===== src/rtl/exBypassPkg.sv =====
package exBypassPkg;

  typedef enum logic [2:0] {
    CLS_ALU    = 3'd0,
    CLS_ALUI   = 3'd1,
    CLS_LOAD   = 3'd2,
    CLS_STORE  = 3'd3,
    CLS_BRANCH = 3'd4,
    CLS_JUMP   = 3'd5,
    CLS_JAL    = 3'd6,
    CLS_JALR   = 3'd7
  } opClassE;

  // Strobes from the class decoder to the compare datapath
  typedef struct packed {
    logic fwdOk;     // execute result can be bypassed to operand A
    logic rsHoldWr;  // execute write that an rs match must still wait for
  } exStrobesT;

endpackage


===== src/rtl/exClassCtrl.sv =====
module exClassCtrl
  import exBypassPkg::*;
#(
  parameter int REG_W = 5
) (
  input  opClassE          exClass,
  input  logic [REG_W-1:0] exDest,
  output exStrobesT        strobes
);

  logic destLive;
  assign destLive = (exDest != '0);

  always_comb begin
    strobes = '0;
    unique case (exClass)
      CLS_ALU, CLS_ALUI: strobes.fwdOk    = destLive;
      CLS_LOAD:          strobes.rsHoldWr = destLive;
      CLS_JAL, CLS_JALR: strobes.rsHoldWr = 1'b1;
      default:           strobes = '0;
    endcase
  end

  // only ALU classes may be marked forwardable
  always_comb
    if (strobes.fwdOk)
      a_r2_fwd_only_alu: assert (exClass == CLS_ALU || exClass == CLS_ALUI);

  // forwarding and rs hold are exclusive per class
  always_comb
    if (strobes.fwdOk)
      a_r3_fwd_excl_hold: assert (!strobes.rsHoldWr);

endmodule


===== src/rtl/hazMatchPath.sv =====
module hazMatchPath
  import exBypassPkg::*;
#(
  parameter int REG_W    = 5,
  parameter int NUM_LATE = 2
) (
  input  logic [REG_W-1:0] decRs,
  input  logic [REG_W-1:0] decRt,
  input  logic             decRdA,
  input  logic             decRdB,
  input  logic [REG_W-1:0] exDest,
  input  logic             exWr,
  input  logic [REG_W-1:0] lateDest [NUM_LATE],
  input  logic             lateWr   [NUM_LATE],
  input  exStrobesT        strobes,
  output logic             selA,
  output logic             stall
);

  logic rsExHit, rsExStall, rtExStall;
  logic [NUM_LATE-1:0] rsLate, rtLate;

  assign rsExHit   = decRdA && (decRs == exDest);
  assign selA      = rsExHit && strobes.fwdOk;
  assign rsExStall = rsExHit && strobes.rsHoldWr;
  assign rtExStall = decRdB && (decRt == exDest) && exWr;

  for (genvar s = 0; s < NUM_LATE; s++) begin : gLate
    assign rsLate[s] = decRdA && lateWr[s] && (decRs == lateDest[s]);
    assign rtLate[s] = decRdB && lateWr[s] && (decRt == lateDest[s]);
  end

  assign stall = rsExStall || rtExStall || (|rsLate) || (|rtLate);

  // a bypassed operand never also waits on execute
  always_comb
    if (selA)
      a_r8_bypass_excludes_rs_stall: assert (!rsExStall);

  // no reads, no stall
  always_comb
    if (!decRdA && !decRdB)
      a_r7_idle_no_stall: assert (!stall && !selA);

endmodule


===== src/rtl/exBypassCtl.sv =====
module exBypassCtl
  import exBypassPkg::*;
#(
  parameter int REG_W = 5
) (
  input  logic [REG_W-1:0] decRs,
  input  logic [REG_W-1:0] decRt,
  input  logic             decRdA,
  input  logic             decRdB,
  input  logic [2:0]       exClass,
  input  logic [REG_W-1:0] exDest,
  input  logic             exWr,
  input  logic [REG_W-1:0] memDest,
  input  logic             memWr,
  input  logic [REG_W-1:0] wbDest,
  input  logic             wbWr,
  output logic             aFromBypass,
  output logic             stall
);

  localparam int NUM_LATE = 2;

  exStrobesT        strobes;
  logic [REG_W-1:0] lateDest [NUM_LATE];
  logic             lateWr   [NUM_LATE];

  assign lateDest[0] = memDest;
  assign lateDest[1] = wbDest;
  assign lateWr[0]   = memWr;
  assign lateWr[1]   = wbWr;

  exClassCtrl #(.REG_W(REG_W)) uCtrl (
    .exClass (opClassE'(exClass)),
    .exDest  (exDest),
    .strobes (strobes)
  );

  hazMatchPath #(.REG_W(REG_W), .NUM_LATE(NUM_LATE)) uPath (
    .decRs    (decRs),
    .decRt    (decRt),
    .decRdA   (decRdA),
    .decRdB   (decRdB),
    .exDest   (exDest),
    .exWr     (exWr),
    .lateDest (lateDest),
    .lateWr   (lateWr),
    .strobes  (strobes),
    .selA     (aFromBypass),
    .stall    (stall)
  );

  // a bypass needs a real rs match against execute
  always_comb
    if (aFromBypass)
      a_r1_bypass_needs_match: assert (decRdA && decRs == exDest && exDest != '0);

  // a dependent load in execute always stalls
  always_comb
    if (exClass == 3'd2 && exDest != '0 && decRdA && decRs == exDest)
      a_r3_load_use_stalls: assert (stall && !aFromBypass);

endmodule


===== config.mk =====
export PLATFORM = sky130hd
export DESIGN_NAME = exBypassCtl
export DESIGN_NICKNAME = d
export VERILOG_FILES = /design/src/rtl/exBypassPkg.sv /design/src/rtl/exClassCtrl.sv /design/src/rtl/hazMatchPath.sv /design/src/rtl/exBypassCtl.sv
export SDC_FILE = /design/constraint.sdc
export NUM_CORES = 1
export LEC_CHECK = 0
export BUFFER_PORTS_ARGS = -buffer_cell sky130_fd_sc_hd__buf_2
export CORE_MARGIN = 1
export CORE_UTILIZATION = 25
export DETAILED_ROUTE_END_ITERATION = 10
export PLACE_DENSITY = 0.64
export SETUP_SLACK_MARGIN = 0.5
export SYNTH_ARGS = -nofsm -noshare
export SYNTH_HDL_FRONTEND = slang
export SYNTH_SLANG_ARGS = --single-unit

===== constraint.sdc =====
create_clock -name vclk -period 3.45
set_clock_uncertainty 0.15 [all_clocks]
set_input_delay 0.69 -clock vclk [all_inputs]
set_output_delay 0.69 -clock vclk [all_outputs]
set_load 0.01 [all_outputs]

==> out/qor.csv, run 1 <==
stage,metric,value,unit
status,status,completed,
timing,setup_tns,0,ns
drt,WL final,1198,um
timing,Worst-Margin Slew,0.3295,ns
setup_path,critical path's largest stage delay,0.53,ns
yosys,area share of and/or/nand/nor cells after synthesis,29.26,%
timing,Period minus WS final,2.751,ns
yosys,most common cell in the netlist,xor2_1,
yosys,Syn Nets,82,
floorplanning,core area,1366,um2
placement,Port Buffers,35,
timing,final setup vio count,0,
yosys,synthesized area,389.1,um2
power,LEAKAGE,0.2823,nW
job,max-cap violations,0,
clock_tree,post_cts resized,0,
drt,vias per std cell,4.727,
setup_path,Worst EP required,2.61,ns
yosys,synth warn,0,
grt,first-pass GRT wire length,2007,um
setup_path,Worst EP arrival,1.91,ns
setup_path,CP max-delay cell,or4_1,
floorplanning,Top Ports,35,
setup_path,"delay-heaviest family, CP",simple AND/OR/NAND/NOR gates,
yosys,Cells after Synth,49,
placement,placed instance count,99,
yosys,main combinational cell family by area after synthesis,XOR/XNOR gates,
yosys,leading post-synthesis cells by cell area,"xor2_1, xnor2_1, nand4_1, nor4_1, and3_1",
floorplanning,Die ar.,1718,um2
yosys,Compound-Gate Fraction of Synth Area,3.215,%
drt,number of remaining DRC errors,0,
yosys,Post-synth top cells,"xor2_1, nand4_1, nor4_1, xnor2_1, and3_1",
setup_path,WS Path Type,primary input to output port,
grt,Global Route Usage Sum,14.02,%
grt,total global routing overflow,0,
cells_and_area,n_diodes,0,
timing,Final Hold Slack,1.501,ns
yosys,count of different cell masters after synthesis,10,
cells_and_area,Layout fillers,152,
timing,max-slew violation count,0,
yosys,syn_area_per_cell,7.941,um2
cells_and_area,FFs & Latches,0,
cells_and_area,Area Growth Syn to Fin,49.84,%
yosys,Synth area leader,xor2_1,
timing,f_max,0.3635,GHz
cells_and_area,Reg area,0,um2
clock_tree,CTS Hold Buffers Added,0,
drt,1st-iter DRT viols,8,
setup_path,most frequent CP cell,buf_2,
power,highest ir drop seen on vdd,0.05595,mV
timing,crit share post-route,79.74,%
setup_path,Critical path origin,exDest[3],
setup_path,Bufs and invs on worst path,2,
power,P per Cell Area,111.5,nW/um2
timing,"Hold Vio Cnt, Final",0,
floorplanning,site row count,13,
setup_path,Worst Path Max Fanout,3,
yosys,Post-Synth Adder-Cell Area,0,%
setup_path,end point of the critical path,stall,
yosys,register area share after synthesis,0,%
drt,DRT Pass-1 Iters,4,
drt,Avg WL per Cell,12.10,um
grt,vias in the first global route,487,
yosys,Post-Synth XOR/XNOR Area,67.52,%
grt,largest net degree at the start of global routing,4,
worst_hold_path,HP Class,primary input to output port,
yosys,area share of the largest cell type after synthesis,54.02,%
cells_and_area,Nets,119,
timing,RSZ-0062 raised after global routing,no,
cells_and_area,share of cells above drive strength 1,44.05,%
placement,GP Congestion,0.8781,
cells_and_area,Multi-input gate area,389.1,um2
setup_path,"critical path, cell by cell","buf_2, or4_1, nor2_2, nor2_1, o211ai_2, nand4_1, buf_2",
setup_path,CP endpoint kind,output port,
cells_and_area,post-route insts no fill,99,
timing,Rel. slew slack,77.83,%
setup_path,Worst path depth,7,
drt,via count,468,
setup_path,critical path launch point type,primary input,
placement,DPL Wire Length,1095,um
drt,antenna-violating nets left,0,
floorplanning,Die Ht,41.45,um
clock_tree,setup repair bufs after CTS,0,
floorplanning,Die Wd,41.45,um
grt,initial antenna violation count,0,
cells_and_area,clkbuf count,0,
floorplanning,Starting Density,28.48,%
yosys,mux contribution to synthesized area,0,%
## kinds of logic (layout without fill, tap and decap cells)
logic type | count (synthesis) | in the layout
xor gates and xnor gates | 30 | 30
buffers and inverters | 0 | 35
AOI/OAI and AO/OA | 1 | 1
and+or+nand+nor | 18 | 18
## how the worst min path moves through the flow
| stage | cells after the start | slack [ns] | end | startpoint |
|---|---|---|---|---|
| 2_1_floorplan | 1 | 1.28 | aFromBypass | exClass[1] |
| 3_3_place_gp | 3 | 1.50 | aFromBypass | exClass[1] |
| 5_1_grt | 3 | 1.52 | aFromBypass | exClass[2] |
| 4_1_cts | 3 | 1.50 | aFromBypass | exClass[1] |
| 3_5_place_dp | 3 | 1.50 | aFromBypass | exClass[1] |
| 6_report | 3 | 1.50 | aFromBypass | exClass[1] |
## layer usage
layer | vias up | part of all wire (%) | GRT usage [%]
met3 | 0 | 3.9 | 0.4348
li1 | 249 | - | -
met4 | 0 | 0 | 0.6452
met2 | 14 | 51 | 26.56
met5 | - | 0 | 0
met1 | 205 | 45 | 18.18
## power by group
group / internal, mW / switching [mW] / leakage [nW]
Clock: 0 / 0 / 0
Combinational: 0.0324 / 0.0325 / 0.282
Sequential: 0 / 0 / 0
## area by class of cell
type,instances,share of cell area [%]
tap,15,3.219
timing repair buffer,35,30.04
multi-input combinational,49,66.74
## through the flow
| stage | setup slack, ns | instance area [um2] | utilization (%) | total power, mW |
|---|---|---|---|---|
| 6_report | 0.6989 | 583.1 | 42.67 | 0.06498 |
| 5_1_grt | 0.6358 | 583.1 | 42.67 | 0.07137 |
| 4_1_cts | 0.6925 | 583.1 | 42.67 | 0.06495 |
| 3_5_place_dp | 0.6930 | 583.1 | 42.67 | 0.06461 |
| 3_3_place_gp | 0.6972 | 583.1 | 42.67 | 0.06438 |
| 2_1_floorplan | 0.9204 | 389.1 | - | 0.02832 |
## cells in the final DEF (no fill, tap or decap)
cell type | synthesis | final
nand4_1 | 6 | 6
nor4_1 | 6 | 6
buf_2 | 0 | 35
xnor2_1 | 6 | 6
nor4b_1 | 1 | 1
nor2_2 | 1 | 1
o211ai_2 | 1 | 1
and3_1 | 2 | 2
nor2_1 | 1 | 1
or4_1 | 1 | 1
xor2_1 | 24 | 24
Note: power is estimated with default switching activity, not from simulation.
==> run 2, diff against run 1 <==
Settings changed: PLACE_DENSITY 0.64 to 0.67.
Clock period 3.45 ns to 2.2 ns, I/O delays scaled along.
==> out/qor.csv, run 2 (synthesis results as in run 1) <==
stage,metric,value,unit,change
status,status,completed,,unchanged
grt,vias in the first global route,543,,was 487
drt,vias per std cell,4.767,,was 4.727
setup_path,Worst EP arrival,1.58,ns,was 1.91 ns
setup_path,Worst EP required,1.61,ns,was 2.61 ns
cells_and_area,FFs & Latches,0,,unchanged
setup_path,CP endpoint kind,output port,,unchanged
grt,initial antenna violation count,0,,unchanged
drt,via count,491,,was 468
drt,DRT Pass-1 Iters,1,,was 4
grt,total global routing overflow,0,,unchanged
floorplanning,Top Ports,35,,unchanged
cells_and_area,n_diodes,0,,unchanged
power,Pwr Total,0.1198,mW,was 0.06498 mW
cells_and_area,Area Growth Syn to Fin,79.10,%,was 49.84%
setup_path,CP max-delay cell,or4_4,,was or4_1
timing,Worst-Margin Slew,0.3266,ns,was 0.3295 ns
cells_and_area,final core occ,51.01,%,was 42.67%
grt,largest net degree at the start of global routing,4,,unchanged
power,P per Cell Area,171.8,nW/um2,was 111.5 nW/um2
setup_path,critical path launch point type,primary input,,unchanged
timing,"Hold Vio Cnt, Final",0,,unchanged
cells_and_area,Reg area,0,um2,unchanged
power,switching share of power,45.37,%,was 50.07%
drt,Avg WL per Cell,12.23,um,was 12.10 um
timing,max-slew violation count,0,,unchanged
floorplanning,Starting Density,28.48,%,unchanged
worst_hold_path,HP Class,primary input to output port,,unchanged
floorplanning,Die Ht,41.45,um,unchanged
placement,DPL Wire Length,1059,um,was 1095 um
cells_and_area,"commonest non-fill, non-tap cell in the layout",buf_2,,unchanged
power,sw power,0.05434,mW,was 0.03254 mW
setup_path,"critical path, cell by cell","buf_6, or4_4, nor2_4, nor2_2, o211ai_2, nand4_1, buf_2",,"was buf_2, or4_1, nor2_2, nor2_1, o211ai_2, nand4_1, buf_2"
floorplanning,Die ar.,1718,um2,unchanged
drt,antenna-violating nets left,0,,unchanged
floorplanning,site row count,13,,unchanged
timing,Period minus WS final,2.175,ns,
job,max-cap violations,0,,unchanged
setup_path,Worst Path Max Fanout,2,,was 3
placement,Port Buffers,35,,unchanged
cells_and_area,Layout fillers,152,,unchanged
drt,number of remaining DRC errors,0,,unchanged
cells_and_area,Nets,123,,was 119
setup_path,Bufs and invs on worst path,2,,unchanged
timing,RSZ-0062 raised after global routing,yes,,was no
placement,GP Congestion,0.8494,,was 0.8781
grt,first-pass GRT wire length,2097,um,was 2007 um
floorplanning,core area,1366,um2,unchanged
floorplanning,Die Wd,41.45,um,unchanged
setup_path,Worst path depth,7,,unchanged
timing,final setup vio count,0,,unchanged
cells_and_area,clkbuf count,0,,unchanged
cells_and_area,share of cells above drive strength 1,51.14,%,was 44.05%
power,LEAKAGE,0.3232,nW,was 0.2823 nW
setup_path,critical path's largest stage delay,0.53,ns,about the same
setup_path,"delay-heaviest family, CP",simple AND/OR/NAND/NOR gates,,unchanged
drt,1st-iter DRT viols,0,,was 8
drt,WL final,1260,um,was 1198 um
grt,Global Route Usage Sum,14.46,%,was 14.02%
worst_hold_path,WHS Path Cells,3,,unchanged
setup_path,WS Path Type,primary input to output port,,unchanged
timing,crit share post-route,98.85,%,
power,highest ir drop seen on vdd,0.07846,mV,was 0.05595 mV
timing,f_max,0.4598,GHz,
timing,Rel. slew slack,78.03,%,was 77.83%
cells_and_area,most frequent cells in the layout,"buf_2, xor2_1, xnor2_1, nand4_1",,"was buf_2, xor2_1, nor4_1, xnor2_1, nand4_1"
power,part of the power in registers,0,%,about the same
clock_tree,CTS Hold Buffers Added,0,,unchanged
power,power share of the combinational group,100.0,%,about the same
power,Int Pwr,0.06542,mW,was 0.03245 mW
power,Clock power frac,0,%,about the same
## run 2: changes by cell type in the layout (fill, tap and decap cells not counted), moves of 2 or more
| cell | delta |
|---|---|
| buf_2 | -7 |
| buf_4 | +4 |
| buf_6 | +5 |
| buf_8 | +2 |
## run 2: area by class of cell
type	instances	area, um2	share of cell area [%]
multi-input combinational	49	421.7	60.50
tap	15	18.77	2.693
timing repair buffer	39	256.5	36.80
## run 2: final timing paths
kind	startpoint	endpoint	slack (ns)
setup / recovery	exDest[0]	stall	0.03
hold / removal	exClass[2]	aFromBypass	1.02
## run 2: per-stage QoR
stage	setup TNS [ns]	hold slack, ns	area (um2)	cells	setup WS, ns
final	0	1.020	696.9	103	0.02531
after global placement	-0.02586	0.9973	620.6	102	-0.02586
after CTS	0	1.003	671.9	103	0.009502
after global routing	-0.05037	1.033	696.9	103	-0.03196
after floorplan	0	0.7641	404.1	49	0.2079
after detailed placement	-0.03353	1.003	620.6	102	-0.03353
## run 2: power groups by stage
stage / sequential (mW) / clock, mW / combinational [mW]
2_1_floorplan: 0 / 0 / 0.0453
3_3_place_gp: 0 / 0 / 0.105
3_5_place_dp: 0 / 0 / 0.106
4_1_cts: 0 / 0 / 0.116
5_1_grt: 0 / 0 / 0.131
6_report: 0 / 0 / 0.120
## run 2: metal layers
layer,share of wire (%),wire length [um],GRT usage [%],vias up
met5,0,0,0,-
met4,0,0,1.290,0
met3,5.1,64,2.609,0
met2,54,677,26.88,16
met1,41,518,17.66,218
li1,-,-,-,257
## run 2: timing repair
action | in CTS | in global routing
gates cloned | 0 | 0
pin swaps | 6 | 4
endpoints found under the setup margin | 2 | 2
endpoints found under the hold margin | 0 | 0
setup buffers | 1 | 0
gates resized for setup | 12 | 5
==> run 3, diff against run 2 <==
Settings changed: PLACE_DENSITY 0.67 to 0.64.
Clock period 2.2 ns to 2.1 ns, I/O delays scaled along.
==> out/qor.csv, run 3 (synthesis results as in run 1) <==
stage,metric,value,unit,change
status,status,"complete, but fails checks",,was completed
status,failing checks,negative setup slack,,
setup_path,end point of the critical path,stall,,unchanged
grt,initial antenna violation count,0,,unchanged
floorplanning,site row count,13,,unchanged
floorplanning,Die ar.,1718,um2,unchanged
cells_and_area,Layout fillers,131,,was 152
drt,vias per std cell,4.852,,was 4.767
setup_path,Worst path depth,7,,unchanged
power,LEAKAGE,0.3492,nW,was 0.3232 nW
grt,total global routing overflow,0,,unchanged
timing,Worst-Margin Slew,0.3071,ns,was 0.3266 ns
drt,via count,524,,was 491
worst_hold_path,Hold Crit Start,exClass[2],,unchanged
timing,RSZ-0062 raised after global routing,yes,,unchanged
timing,Period minus WS final,2.144,ns,
setup_path,Worst EP required,1.53,ns,was 1.61 ns
power,power share of the combinational group,100.0,%,about the same
setup_path,"delay-heaviest family, CP",simple AND/OR/NAND/NOR gates,,unchanged
cells_and_area,post-route insts no fill,108,,was 103
floorplanning,Die Ht,41.45,um,unchanged
power,P per Cell Area,183.5,nW/um2,was 171.8 nW/um2
cells_and_area,Reg area,0,um2,unchanged
setup_path,critical path launch point type,primary input,,unchanged
grt,met3 Usage GRT,1.304,%,was 2.609%
cells_and_area,Area Growth Syn to Fin,90.68,%,was 79.10%
power,Int Pwr,0.07412,mW,was 0.06542 mW
grt,vias in the first global route,526,,was 543
drt,DRT Pass-1 Iters,3,,was 1
placement,GP Congestion,0.9037,,was 0.8494
worst_hold_path,WHS Path Cells,3,,unchanged
placement,Port Buffers,35,,unchanged
cells_and_area,clkbuf count,0,,unchanged
setup_path,Worst Path Max Fanout,2,,unchanged
setup_path,CP max-delay cell,or4_4,,unchanged
placement,pre-CTS worst setup slack,-0.09372,ns,was -0.03353 ns
grt,met2 Usage GRT,27.81,%,was 26.88%
timing,setup_tns,-0.05898,ns,was 0 ns
floorplanning,core area,1366,um2,unchanged
drt,number of remaining DRC errors,0,,unchanged
power,switching share of power,45.55,%,was 45.37%
setup_path,"critical path, cell by cell","buf_6, or4_4, nor2_4, nor2_2, o211ai_2, nand4_1, buf_2",,unchanged
cells_and_area,Nets,128,,was 123
setup_path,Critical path origin,exDest[0],,unchanged
setup_path,critical path's largest stage delay,0.53,ns,about the same
drt,Avg WL per Cell,12.70,um,was 12.23 um
setup_path,WS Path Type,primary input to output port,,unchanged
power,part of the power in registers,0,%,about the same
cells_and_area,most frequent cells in the layout,"buf_2, xor2_1, buf_4",,"was buf_2, xor2_1, xnor2_1, nand4_1"
job,max-cap violations,0,,unchanged
cells_and_area,n_diodes,0,,unchanged
timing,f_max,0.4665,GHz,
timing,PnR worst setup slack,-0.04372,ns,was 0.02531 ns
timing,crit share post-route,102.1,%,
timing,final setup vio count,2,,was 0
timing,Rel. slew slack,79.34,%,was 78.03%
power,Clock power frac,0,%,about the same
drt,WL final,1372,um,was 1260 um
cells_and_area,share of cells above drive strength 1,54.84,%,was 51.14%
drt,antenna-violating nets left,0,,unchanged
cells_and_area,Multi-input gate area,429.2,um2,was 421.7 um2
power,highest ir drop seen on vdd,0.09173,mV,was 0.07846 mV
placement,placed instance count,106,,was 102
grt,met1 Use GR,19.22,%,was 17.66%
timing,max-slew violation count,0,,unchanged
cells_and_area,"commonest non-fill, non-tap cell in the layout",buf_2,,unchanged
floorplanning,Starting Density,28.48,%,unchanged
power,sw power,0.06200,mW,was 0.05434 mW
worst_hold_path,HP Class,primary input to output port,,unchanged
grt,first-pass GRT wire length,2159,um,was 2097 um
setup_path,Worst EP arrival,1.57,ns,was 1.58 ns
grt,Global Route Usage Sum,15.27,%,was 14.46%
cells_and_area,FFs & Latches,0,,unchanged
setup_path,CP endpoint kind,output port,,unchanged
floorplanning,Die Wd,41.45,um,unchanged
grt,largest net degree at the start of global routing,4,,unchanged
drt,1st-iter DRT viols,4,,was 0
grt,grt peak-use layer,met2,,unchanged
setup_path,Bufs and invs on worst path,2,,unchanged
floorplanning,Top Ports,35,,unchanged
placement,DPL Wire Length,1137,um,was 1059 um
power,Pwr Total,0.1361,mW,was 0.1198 mW
timing,"Hold Vio Cnt, Final",0,,unchanged
[run 3: changes by cell type in the layout (fill, tap and decap cells not counted)]
cell / before / now
xor2_2: 0 / 1
xor2_1: 24 / 23
buf_4: 4 / 9
[run 3: metrics by stage]
step	util (%)	hold WS (ns)	instance area, um2
after floorplan	-	0.7241	404.1
after global placement	47.62	0.9586	650.6
after detailed placement	47.62	0.9641	650.6
after CTS	51.92	0.9656	709.4
after global routing	54.30	0.9972	742.0
final	54.30	0.9832	742.0
[run 3: layout make-up]
cell class,instances,area share [%]
multi-input cells,49,57.84
well taps,15,2.530
repair buffers,44,39.63
[run 3: what timing repair did]
item	4_1_cts	5_1_grt
buffers inserted	2	0
endpoints found under the setup margin	2	2
resized for setup	12	6
hold buffers	0	0
hold endpoints to repair	0	0
pin swaps	7	3
[run 3: per-layer routing]
layer	part of all wire, %	wire length, um
met1	43	587
met2	51	695
met3	4.9	67
met4	1.5	21
met5	0	0
[run 3: power by group through the flow]
| stage | registers (mW) | clock network (mW) | logic (mW) |
|---|---|---|---|
| 2_1_floorplan | 0 | 0 | 0.0475 |
| 3_3_place_gp | 0 | 0 | 0.117 |
| 3_5_place_dp | 0 | 0 | 0.119 |
| 4_1_cts | 0 | 0 | 0.130 |
| 5_1_grt | 0 | 0 | 0.147 |
| 6_report | 0 | 0 | 0.136 |
[run 3: how the worst min path moves through the flow]
stage,endpoint
5_1_grt,aFromBypass
3_3_place_gp,aFromBypass
2_1_floorplan,aFromBypass
3_5_place_dp,aFromBypass
6_report,aFromBypass
4_1_cts,aFromBypass
